**src/rtl/bkpt_pkg.sv**
```systemverilog
package bkpt_pkg;

  typedef enum logic [1:0] {
    SEL_EXEC_FETCH = 2'b00,
    SEL_PROG_ANY   = 2'b01,
    SEL_DATA1      = 2'b10,
    SEL_RSVD       = 2'b11
  } bk_sel_e;

  typedef enum logic [1:0] {
    EN_OFF = 2'b00,
    EN_WR  = 2'b01,
    EN_RD  = 2'b10,
    EN_ANY = 2'b11
  } bk_en_e;

  typedef struct packed {
    logic fetch;
    logic killed;
    logic word2;
    logic untaken;
    logic mv_rd;
    logic mv_wr;
  } pcyc_t;

  typedef struct packed {
    logic rd;
    logic wr;
  } dcyc_t;

endpackage

```
**src/rtl/bkpt_addr_eq.sv**
```systemverilog
module bkpt_addr_eq #(
  parameter int AW = 16
) (
  input  logic [AW-1:0] lhs,
  input  logic [AW-1:0] rhs,
  output logic          eq
);
  logic [AW-1:0] diff;

  always_comb begin
    diff = lhs ^ rhs;
    eq   = ~|diff;
  end
endmodule

```
**src/rtl/bkpt_class_decode.sv**
```systemverilog
module bkpt_class_decode
  import bkpt_pkg::*;
(
  input  bk_sel_e sel,
  input  bk_en_e  en,
  input  pcyc_t   pcyc,
  input  dcyc_t   dcyc,
  output logic    prog_qual,
  output logic    data_qual,
  output logic    exec_fetch
);
  logic want_wr;
  logic want_rd;

  always_comb begin
    exec_fetch = pcyc.fetch & ~pcyc.killed & ~pcyc.word2 & ~pcyc.untaken;
    want_wr    = (en == EN_WR) | (en == EN_ANY);
    want_rd    = (en == EN_RD) | (en == EN_ANY);
    prog_qual  = 1'b0;
    data_qual  = 1'b0;
    if (en != EN_OFF) begin
      case (sel)
        SEL_EXEC_FETCH: prog_qual = (en == EN_RD) & exec_fetch;
        SEL_PROG_ANY:   prog_qual = pcyc.fetch | (want_wr & pcyc.mv_wr)
                                               | (want_rd & pcyc.mv_rd);
        SEL_DATA1:      data_qual = (want_wr & dcyc.wr) | (want_rd & dcyc.rd);
        default: begin
          prog_qual = 1'b0;
          data_qual = 1'b0;
        end
      endcase
    end
  end
endmodule

```
**src/rtl/bkpt_evt_reg.sv**
```systemverilog
module bkpt_evt_reg (
  input  logic clk,
  input  logic rst_n,
  input  logic hit,
  output logic evt
);
  logic evt_q;
  logic evt_d;
  logic upd_en;

  always_comb begin
    upd_en = hit | evt_q;
    evt_d  = hit;
  end

  always_ff @(posedge clk or negedge rst_n) begin
    if (!rst_n)      evt_q <= 1'b0;
    else if (upd_en) evt_q <= evt_d;
  end

  assign evt = evt_q;
endmodule

```
**src/rtl/bkpt_qualifier.sv**
```systemverilog
module bkpt_qualifier
  import bkpt_pkg::*;
#(
  parameter int AW = 16
) (
  input  logic          clk,
  input  logic          rst_n,
  input  logic [1:0]    brk_sel,
  input  logic [1:0]    brk_en,
  input  logic [AW-1:0] bp1_addr,
  input  logic [AW-1:0] bp2_addr,
  input  logic [AW-1:0] prog_addr,
  input  logic          prog_fetch,
  input  logic          fetch_killed,
  input  logic          fetch_word2,
  input  logic          fetch_untaken,
  input  logic          prog_mv_rd,
  input  logic          prog_mv_wr,
  input  logic [AW-1:0] dat1_addr,
  input  logic          dat1_rd,
  input  logic          dat1_wr,
  output logic          bp1_evt,
  output logic          bp2_evt
);
  localparam int NCMP = 3;
  localparam int NEVT = 2;

  logic rst_meta_n;
  logic rst_sync_n;

  always_ff @(posedge clk or negedge rst_n) begin
    if (!rst_n) begin
      rst_meta_n <= 1'b0;
      rst_sync_n <= 1'b0;
    end else begin
      rst_meta_n <= 1'b1;
      rst_sync_n <= rst_meta_n;
    end
  end

  pcyc_t pcyc;
  dcyc_t dcyc;
  logic  prog_qual, data_qual, exec_fetch;

  always_comb begin
    pcyc = '{fetch: prog_fetch, killed: fetch_killed, word2: fetch_word2,
             untaken: fetch_untaken, mv_rd: prog_mv_rd, mv_wr: prog_mv_wr};
    dcyc = '{rd: dat1_rd, wr: dat1_wr};
  end

  bkpt_class_decode u_decode (
    .sel        (bk_sel_e'(brk_sel)),
    .en         (bk_en_e'(brk_en)),
    .pcyc       (pcyc),
    .dcyc       (dcyc),
    .prog_qual  (prog_qual),
    .data_qual  (data_qual),
    .exec_fetch (exec_fetch)
  );

  logic [NCMP-1:0][AW-1:0] cmp_lhs, cmp_rhs;
  logic [NCMP-1:0]         cmp_eq;

  always_comb begin
    cmp_lhs[0] = prog_addr; cmp_rhs[0] = bp1_addr;
    cmp_lhs[1] = dat1_addr; cmp_rhs[1] = bp1_addr;
    cmp_lhs[2] = prog_addr; cmp_rhs[2] = bp2_addr;
  end

  for (genvar g = 0; g < NCMP; g++) begin : g_cmp
    bkpt_addr_eq #(.AW(AW)) u_eq (
      .lhs (cmp_lhs[g]),
      .rhs (cmp_rhs[g]),
      .eq  (cmp_eq[g])
    );
  end

  logic [NEVT-1:0] hit, evt;

  always_comb begin
    hit[0] = (prog_qual & cmp_eq[0]) | (data_qual & cmp_eq[1]);
    hit[1] = (brk_en != 2'b00) & exec_fetch & cmp_eq[2];
  end

  for (genvar e = 0; e < NEVT; e++) begin : g_evt
    bkpt_evt_reg u_reg (
      .clk   (clk),
      .rst_n (rst_sync_n),
      .hit   (hit[e]),
      .evt   (evt[e])
    );
  end

  assign bp1_evt = evt[0];
  assign bp2_evt = evt[1];

  p_global_off_r1: assert property (@(posedge clk) disable iff (!rst_sync_n)
    (bp1_evt || bp2_evt) |-> ($past(brk_en) != 2'b00));

  p_exec_only_r2: assert property (@(posedge clk) disable iff (!rst_sync_n)
    (bp1_evt && $past(brk_sel) == 2'b00) |->
      $past(prog_fetch && !fetch_killed && !fetch_word2 && !fetch_untaken));

  p_data_dir_r4: assert property (@(posedge clk) disable iff (!rst_sync_n)
    (bp1_evt && $past(brk_sel) == 2'b10) |->
      ($past(dat1_addr) == $past(bp1_addr) && $past(dat1_rd || dat1_wr)));

  p_reserved_r5: assert property (@(posedge clk) disable iff (!rst_sync_n)
    bp1_evt |-> ($past(brk_sel) != 2'b11 &&
                 !($past(brk_sel) == 2'b00 && $past(brk_en) != 2'b10)));

  p_bp2_match_r6: assert property (@(posedge clk) disable iff (!rst_sync_n)
    bp2_evt |-> ($past(prog_addr) == $past(bp2_addr) && $past(prog_fetch)));

  p_prog_match_r8: assert property (@(posedge clk) disable iff (!rst_sync_n)
    (bp1_evt && ($past(brk_sel) == 2'b00 || $past(brk_sel) == 2'b01)) |->
      ($past(prog_addr) == $past(bp1_addr)));

endmodule

```
**config.mk**
```make
export PLATFORM = sky130hd
export DESIGN_NAME = bkpt_qualifier
export DESIGN_NICKNAME = d
export VERILOG_FILES = /design/src/rtl/bkpt_pkg.sv /design/src/rtl/bkpt_addr_eq.sv /design/src/rtl/bkpt_class_decode.sv /design/src/rtl/bkpt_evt_reg.sv /design/src/rtl/bkpt_qualifier.sv
export SDC_FILE = /design/constraint.sdc
export NUM_CORES = 1
export LEC_CHECK = 0
export CAP_MARGIN = 10
export CORE_ASPECT_RATIO = 0.75
export CORE_MARGIN = 4
export CORE_UTILIZATION = 30
export CTS_CLUSTER_SIZE = 14
export DETAILED_ROUTE_END_ITERATION = 10
export HOLD_SLACK_MARGIN = 0.06
export PLACE_DENSITY_LB_ADDON = 0.2
export RECOVER_POWER = 25
export SYNTH_ARGS = -nofsm -noshare
export SYNTH_HDL_FRONTEND = slang
export SYNTH_SLANG_ARGS = --single-unit
```
**constraint.sdc**
```tcl
create_clock -name clk -period 0.85 [get_ports clk]
set_clock_uncertainty 0.15 [all_clocks]
set_input_delay 0.17 -clock clk [delete_from_list [all_inputs] [get_ports clk]]
set_output_delay 0.17 -clock clk [all_outputs]
set_load 0.02 [all_outputs]
```
### Word-level counts from Yosys, hierarchy flattened

Cells that the tools add are included.

* eq/ne operators: 5
* mux-type cells: 4
* bitwise gates (word level): 26
* reduce and logical (&&, ||, !) cells: 8

Operators by type and width (count)
* $reduce_or 16->1: 3
* $xor 16x16->16: 3
* $and 1x1->1: 12
* $or 1x1->1: 8
* $eq 2x2->1 const B: 3
* $eq 2x1->1 const B: 2
* $logic_not 1->1: 3
* $mux 1: 3
* $not 1->1: 3
* $logic_not 2->1: 1
* $pmux 1 s2: 1
* $reduce_bool 2->1: 1

* register bits: 4
* input bits: 78
* output and inout bits: 2

### Logic depth before layout (Yosys ltp)

Gate-level depths: netlist of run 1.

* depth after elaboration: 10
* gate-level depth with buffers: 4
* mapped depth without buffers: 4

### By module

A second synthesis of run 1 with hierarchy kept.

* cell total of the unflattened synthesis: 81
* area total of the unflattened synthesis: 742.0 sq um

Modules (own cells, without submodules)
* bkpt_addr_eq: instances 3, cells each 21, area each 177.7 sq um, sequential area each 0.0 sq um
* bkpt_class_decode: instances 1, cells each 9, area each 78.8 sq um, sequential area each 0.0 sq um
* bkpt_qualifier: instances 1, cells each 5, area each 72.6 sq um, sequential area each 50.0 sq um
* bkpt_evt_reg: instances 2, cells each 2, area each 28.8 sq um, sequential area each 25.0 sq um

### Worst setup path after synthesis of run 1

Ideal clock, no wire load.

* path kind: input-to-reg
* from: input fetch_killed
* to: register g_evt[0].u_reg.evt_q
* arrival time: 1014 ps
* data required time: 618 ps
* slack: -397 ps
* cell stages on the path: 4
* buffers on the path: 0
* path through: nor4b_4 -> a31oi_1 -> or3_1 -> o22ai_1

* word-level cells in the longest chain between the ends: 10

RTL lines
* from (decl): RTL line bkpt_qualifier.sv:14 `input logic fetch_killed,`
* $not 1->1 *: RTL line bkpt_class_decode.sv:16 `exec_fetch = pcyc.fetch & ~pcyc.killed & ~pcyc.word2 & ~pcyc.untaken;`
* $and 1x1->1 * (3 in series): RTL line bkpt_class_decode.sv:16
* $and 1x1->1 *: RTL line bkpt_class_decode.sv:23 `SEL_EXEC_FETCH: prog_qual = (en == EN_RD) & exec_fetch;`
* $pmux 1 s2 *: RTL line bkpt_class_decode.sv:22 `case (sel)`
* $mux 1 *: RTL line bkpt_class_decode.sv:21 `if (en != EN_OFF) begin`
* $and 1x1->1 *: RTL line bkpt_qualifier.sv:81 `hit[0] = (prog_qual & cmp_eq[0]) | (data_qual & cmp_eq[1]);`
* $or 1x1->1 *: RTL line bkpt_qualifier.sv:81
* $or 1x1->1: RTL line bkpt_evt_reg.sv:12 `upd_en = hit | evt_q;`
* to (signal assigned): RTL line bkpt_evt_reg.sv:18 `else if (upd_en) evt_q <= evt_d;`
* to (decl): RTL line bkpt_evt_reg.sv:7 `logic evt_q;`

Every way passes the cells marked *; elsewhere a longest branch is shown, timed or not.
A chain may end at the register's enable or synchronous reset.

### Final worst setup path of run 1

* from: input bp1_addr[5]
* to: register g_evt[0].u_reg.evt_q

* word-level cells in the longest chain between the ends: 6
* elaborated cells between the ends (all ways): 10

RTL lines
* from (decl): RTL line bkpt_qualifier.sv:10 `input logic [AW-1:0] bp1_addr,`
* $xor 16x16->16: RTL line bkpt_addr_eq.sv:11 `diff = lhs ^ rhs;`
* $reduce_or 16->1: RTL line bkpt_addr_eq.sv:12 `eq = ~|diff;`
* $logic_not 1->1: RTL line bkpt_addr_eq.sv:12
* $and 1x1->1: RTL line bkpt_qualifier.sv:81
* $or 1x1->1 *: RTL line bkpt_qualifier.sv:81
* $or 1x1->1: RTL line bkpt_evt_reg.sv:12

Marked as above.

==> flow_summary.toml, run 1 <==
[clock_tree]
cts.sinks = 4
cts_htree_levels = 1
cts_tree = "built"
root_buffer = "clkbuf_4"
ctsLongestPathBuffers = 2
cts_buffers = 3
worst_skew_pair.late_latency_ps = 240
clk_pin_slew_ps = 40

[power]
total_leakage_power_nw = 0.794
powerDensity_nw_per_um2 = 659
power.total_mw = 1.09
vdd_drop_max_v = 0.000277

[placed_design]
place_hpwl_mm = 2.63
placed_cell_area_um2 = 1650
io_buffers = 79
routabilityCongestion = 0.750
post-place-ws_ps = -940

[worst_setup_path]
cp-end-kind = "register"
crit_type = "primary input to register"
path_delay_family = "simple AND/OR/NAND/NOR gates"
slowest_stage = "nor4_2"
worst-r2r-setup-slack_ps = 240
critPathRequiredTime_ps = 860
max_stage_delay_ps = 320
path_cells = "dlygate4sd2_1 -> xor2_1 -> nor4_2 -> nand4_1 -> o22ai_1"
cp_max_fo = 2
start_kind = "primary input"
worst-path-buf-inv = 1
cp_data_arrival_time_ps = 1210

[drt]
antenna_left = 0
vias = 981
drt-vias-per-instance = 4.63
wl_mm = 3.05
initialDrtViolationCount = 33
wl_per_cell_um = 14.4
drt_first_pass_iters = 4
drc = 0

[synthesis]
synth-seq-area-share_pct = 14.1
yosys.cell_types.count = 18
synth_area_leaders = "xor2_1 47%, dfrtp_1 14%, xnor2_1 12%, nor4_1 8.8%, nor4b_4 3.3%"
synth_nets = 160
synth_area_per_cell_um2 = 8.68
yosys_warnings = 0
synth_area_um2 = 712
ys_ff_latch = 4
synth_area_leader_cell = "xor2_1"
synthCells = 82
yosysTopAreaCellShare_pct = 46.7

[floorplan]
io_pins = 80
start_util_pct = 33.6
dieArea_um2 = 3220
fp.dieW_um = 64.3
die_h_um = 50.2
fp-row-count = 14
core_area_um2 = 2120

[cells_and_area]
most-common-layout-cells = "37 x xor2_1, 19 x clkdlybuf4s15_1, 18 x dlygate4sd2_1"
final_common_cell = "xor2_1"
fin_util_pct = 78.3
antenna_cells = 0
drive_gt1_share_pct = 33.3
fin_area_um2 = 1660
syn2layout_area_growth_pct = 133
n_fill_cell = 147
nNetsFinal = 260

[run_status]
status = "complete, but fails checks"
violations = "negative hold slack, negative setup slack"

[sta]
hold_slack_ps = -116
setup_ws_ps = -354
final.min_clock_period_ps = 1200
setup_viol = 4
finalHoldViolCount = 4
rsz0062_at_grt = "yes"
slew_viol_final = 0
finalCritPeriodShare_pct = 142
max_freq_mhz = 831

[global_route]
grt_overflow = 0
grt_max_degree = 5
grt_usage_pct = 19.4
grt_pass1_wl_mm = 4.84
antenna_found_initial = 0
grt_pass1_vias = 1102

[hold_path]
min_path_type = "register to async pin"

[flow_run]
max-cap-violations = 0
## where the power goes
| group | switching (mW) | internal [mW] | leakage [nW] |
|---|---|---|---|
| clock network | 0.0784 | 0.158 | 0.0138 |
| logic | 0.264 | 0.394 | 0.729 |
| registers | 0.00258 | 0.196 | 0.0513 |
## cells by family (layout without fill, tap and decap cells)
family | Yosys count | in the layout | share of synthesized area, %
xor gates and xnor gates | 48 | 48 | 59.1
and+or+nand+nor | 25 | 25 | 23.0
DFF | 4 | 4 | 14.1
AOI/OAI and AO/OA | 3 | 3 | 2.81
other | 1 | 1 | 0.527
buffers and inverters | 1 | 99 | 0.527
## timing repair
action | in CTS | in global routing
endpoints found under the setup margin | 4 | 4
buffers inserted | 1 | 1
hold endpoints to repair | 4 | 4
pin swaps | 33 | 28
resized for setup | 156 | 31
## per-stage QoR
stage,cells,hold slack [ps],setup TNS (ps)
floorplan,82,-276,-607
global placement,207,-126,-2500
detailed placement,207,-125,-2600
CTS,211,-109,-1080
global route,212,-92.2,-1210
finish,212,-116,-1090
## synthesized netlist by cell type (all sizes together)
| cell | instances |
|---|---|
| nand4b | 1 |
| nand2 | 3 |
| o22ai | 1 |
| inv | 1 |
| xor2 | 38 |
| nand3 | 3 |
| nor4b | 2 |
| a31oi | 1 |
| or3 | 1 |
| nor4 | 10 |
| dfrtp | 4 |
| conb | 1 |
| nand4 | 3 |
| nor3 | 1 |
| xnor2 | 10 |
| nor2 | 1 |
| a22oi | 1 |
## state kept, by name, indices dropped and copies added (netlist names)
name and cells:
g_evt.u_reg.evt 2, rst_meta_n 1, rst_sync_n 1
## final cells by class
| class | instances | area [µm²] | area share (%) |
|---|---|---|---|
| clock buffer | 3 | 22.5 | 1.36 |
| inverter | 1 | 3.75 | 0.226 |
| multi-input combinational | 77 | 687 | 41.4 |
| timing repair buffer | 95 | 806 | 48.6 |
| sequential | 4 | 100 | 6.03 |
| tap | 32 | 40.0 | 2.41 |
## final timing paths
path | endpoint | cells after the start | start
worst min-delay path | g_evt[0].u_reg.evt | 0 | rst_sync_n
worst min register to register | g_evt[0].u_reg.evt | 0 | rst_sync_n
worst max-delay path | g_evt[0].u_reg.evt | 5 | bp1_addr[5]
min in group clk | rst_sync_n | 0 | rst_meta_n
max in group asynchronous | rst_sync_n | 1 | rst_n
worst max register to register | rst_sync_n | 0 | rst_meta_n
## per-layer routing
layer | GRT usage [%] | wire, µm | part of all wire, % | vias to the layer above
li1 | - | - | - | 484
met1 | 21.6 | 1180 | 39 | 451
met2 | 35.3 | 1590 | 52 | 42
met3 | 6.70 | 249 | 8.2 | 4
met4 | 5.26 | 24 | 0.79 | 0
met5 | 0 | 0 | 0 | -
Power figures use the tool's default switching activity.
==> run 2, diff against run 1 <==
--- a/config.mk
+++ b/config.mk
@@ -14,6 +14,7 @@
 export HOLD_SLACK_MARGIN = 0.06
 export PLACE_DENSITY_LB_ADDON = 0.2
 export RECOVER_POWER = 25
+export SLEW_MARGIN = 30
 export SYNTH_ARGS = -nofsm -noshare
 export SYNTH_HDL_FRONTEND = slang
 export SYNTH_SLANG_ARGS = --single-unit
==> results of run 2 <==
No change in the layout: final DEF, timing and power equal those of run 1.
==> run 3, diff against run 2 <==
--- a/config.mk
+++ b/config.mk
@@ -14,6 +14,7 @@
 export HOLD_SLACK_MARGIN = 0.06
 export PLACE_DENSITY_LB_ADDON = 0.2
 export RECOVER_POWER = 25
+export SETUP_SLACK_MARGIN = 0.1
 export SLEW_MARGIN = 30
 export SYNTH_ARGS = -nofsm -noshare
 export SYNTH_HDL_FRONTEND = slang
==> results of run 3 <==
No change in the layout: final DEF, timing and power equal those of run 1.
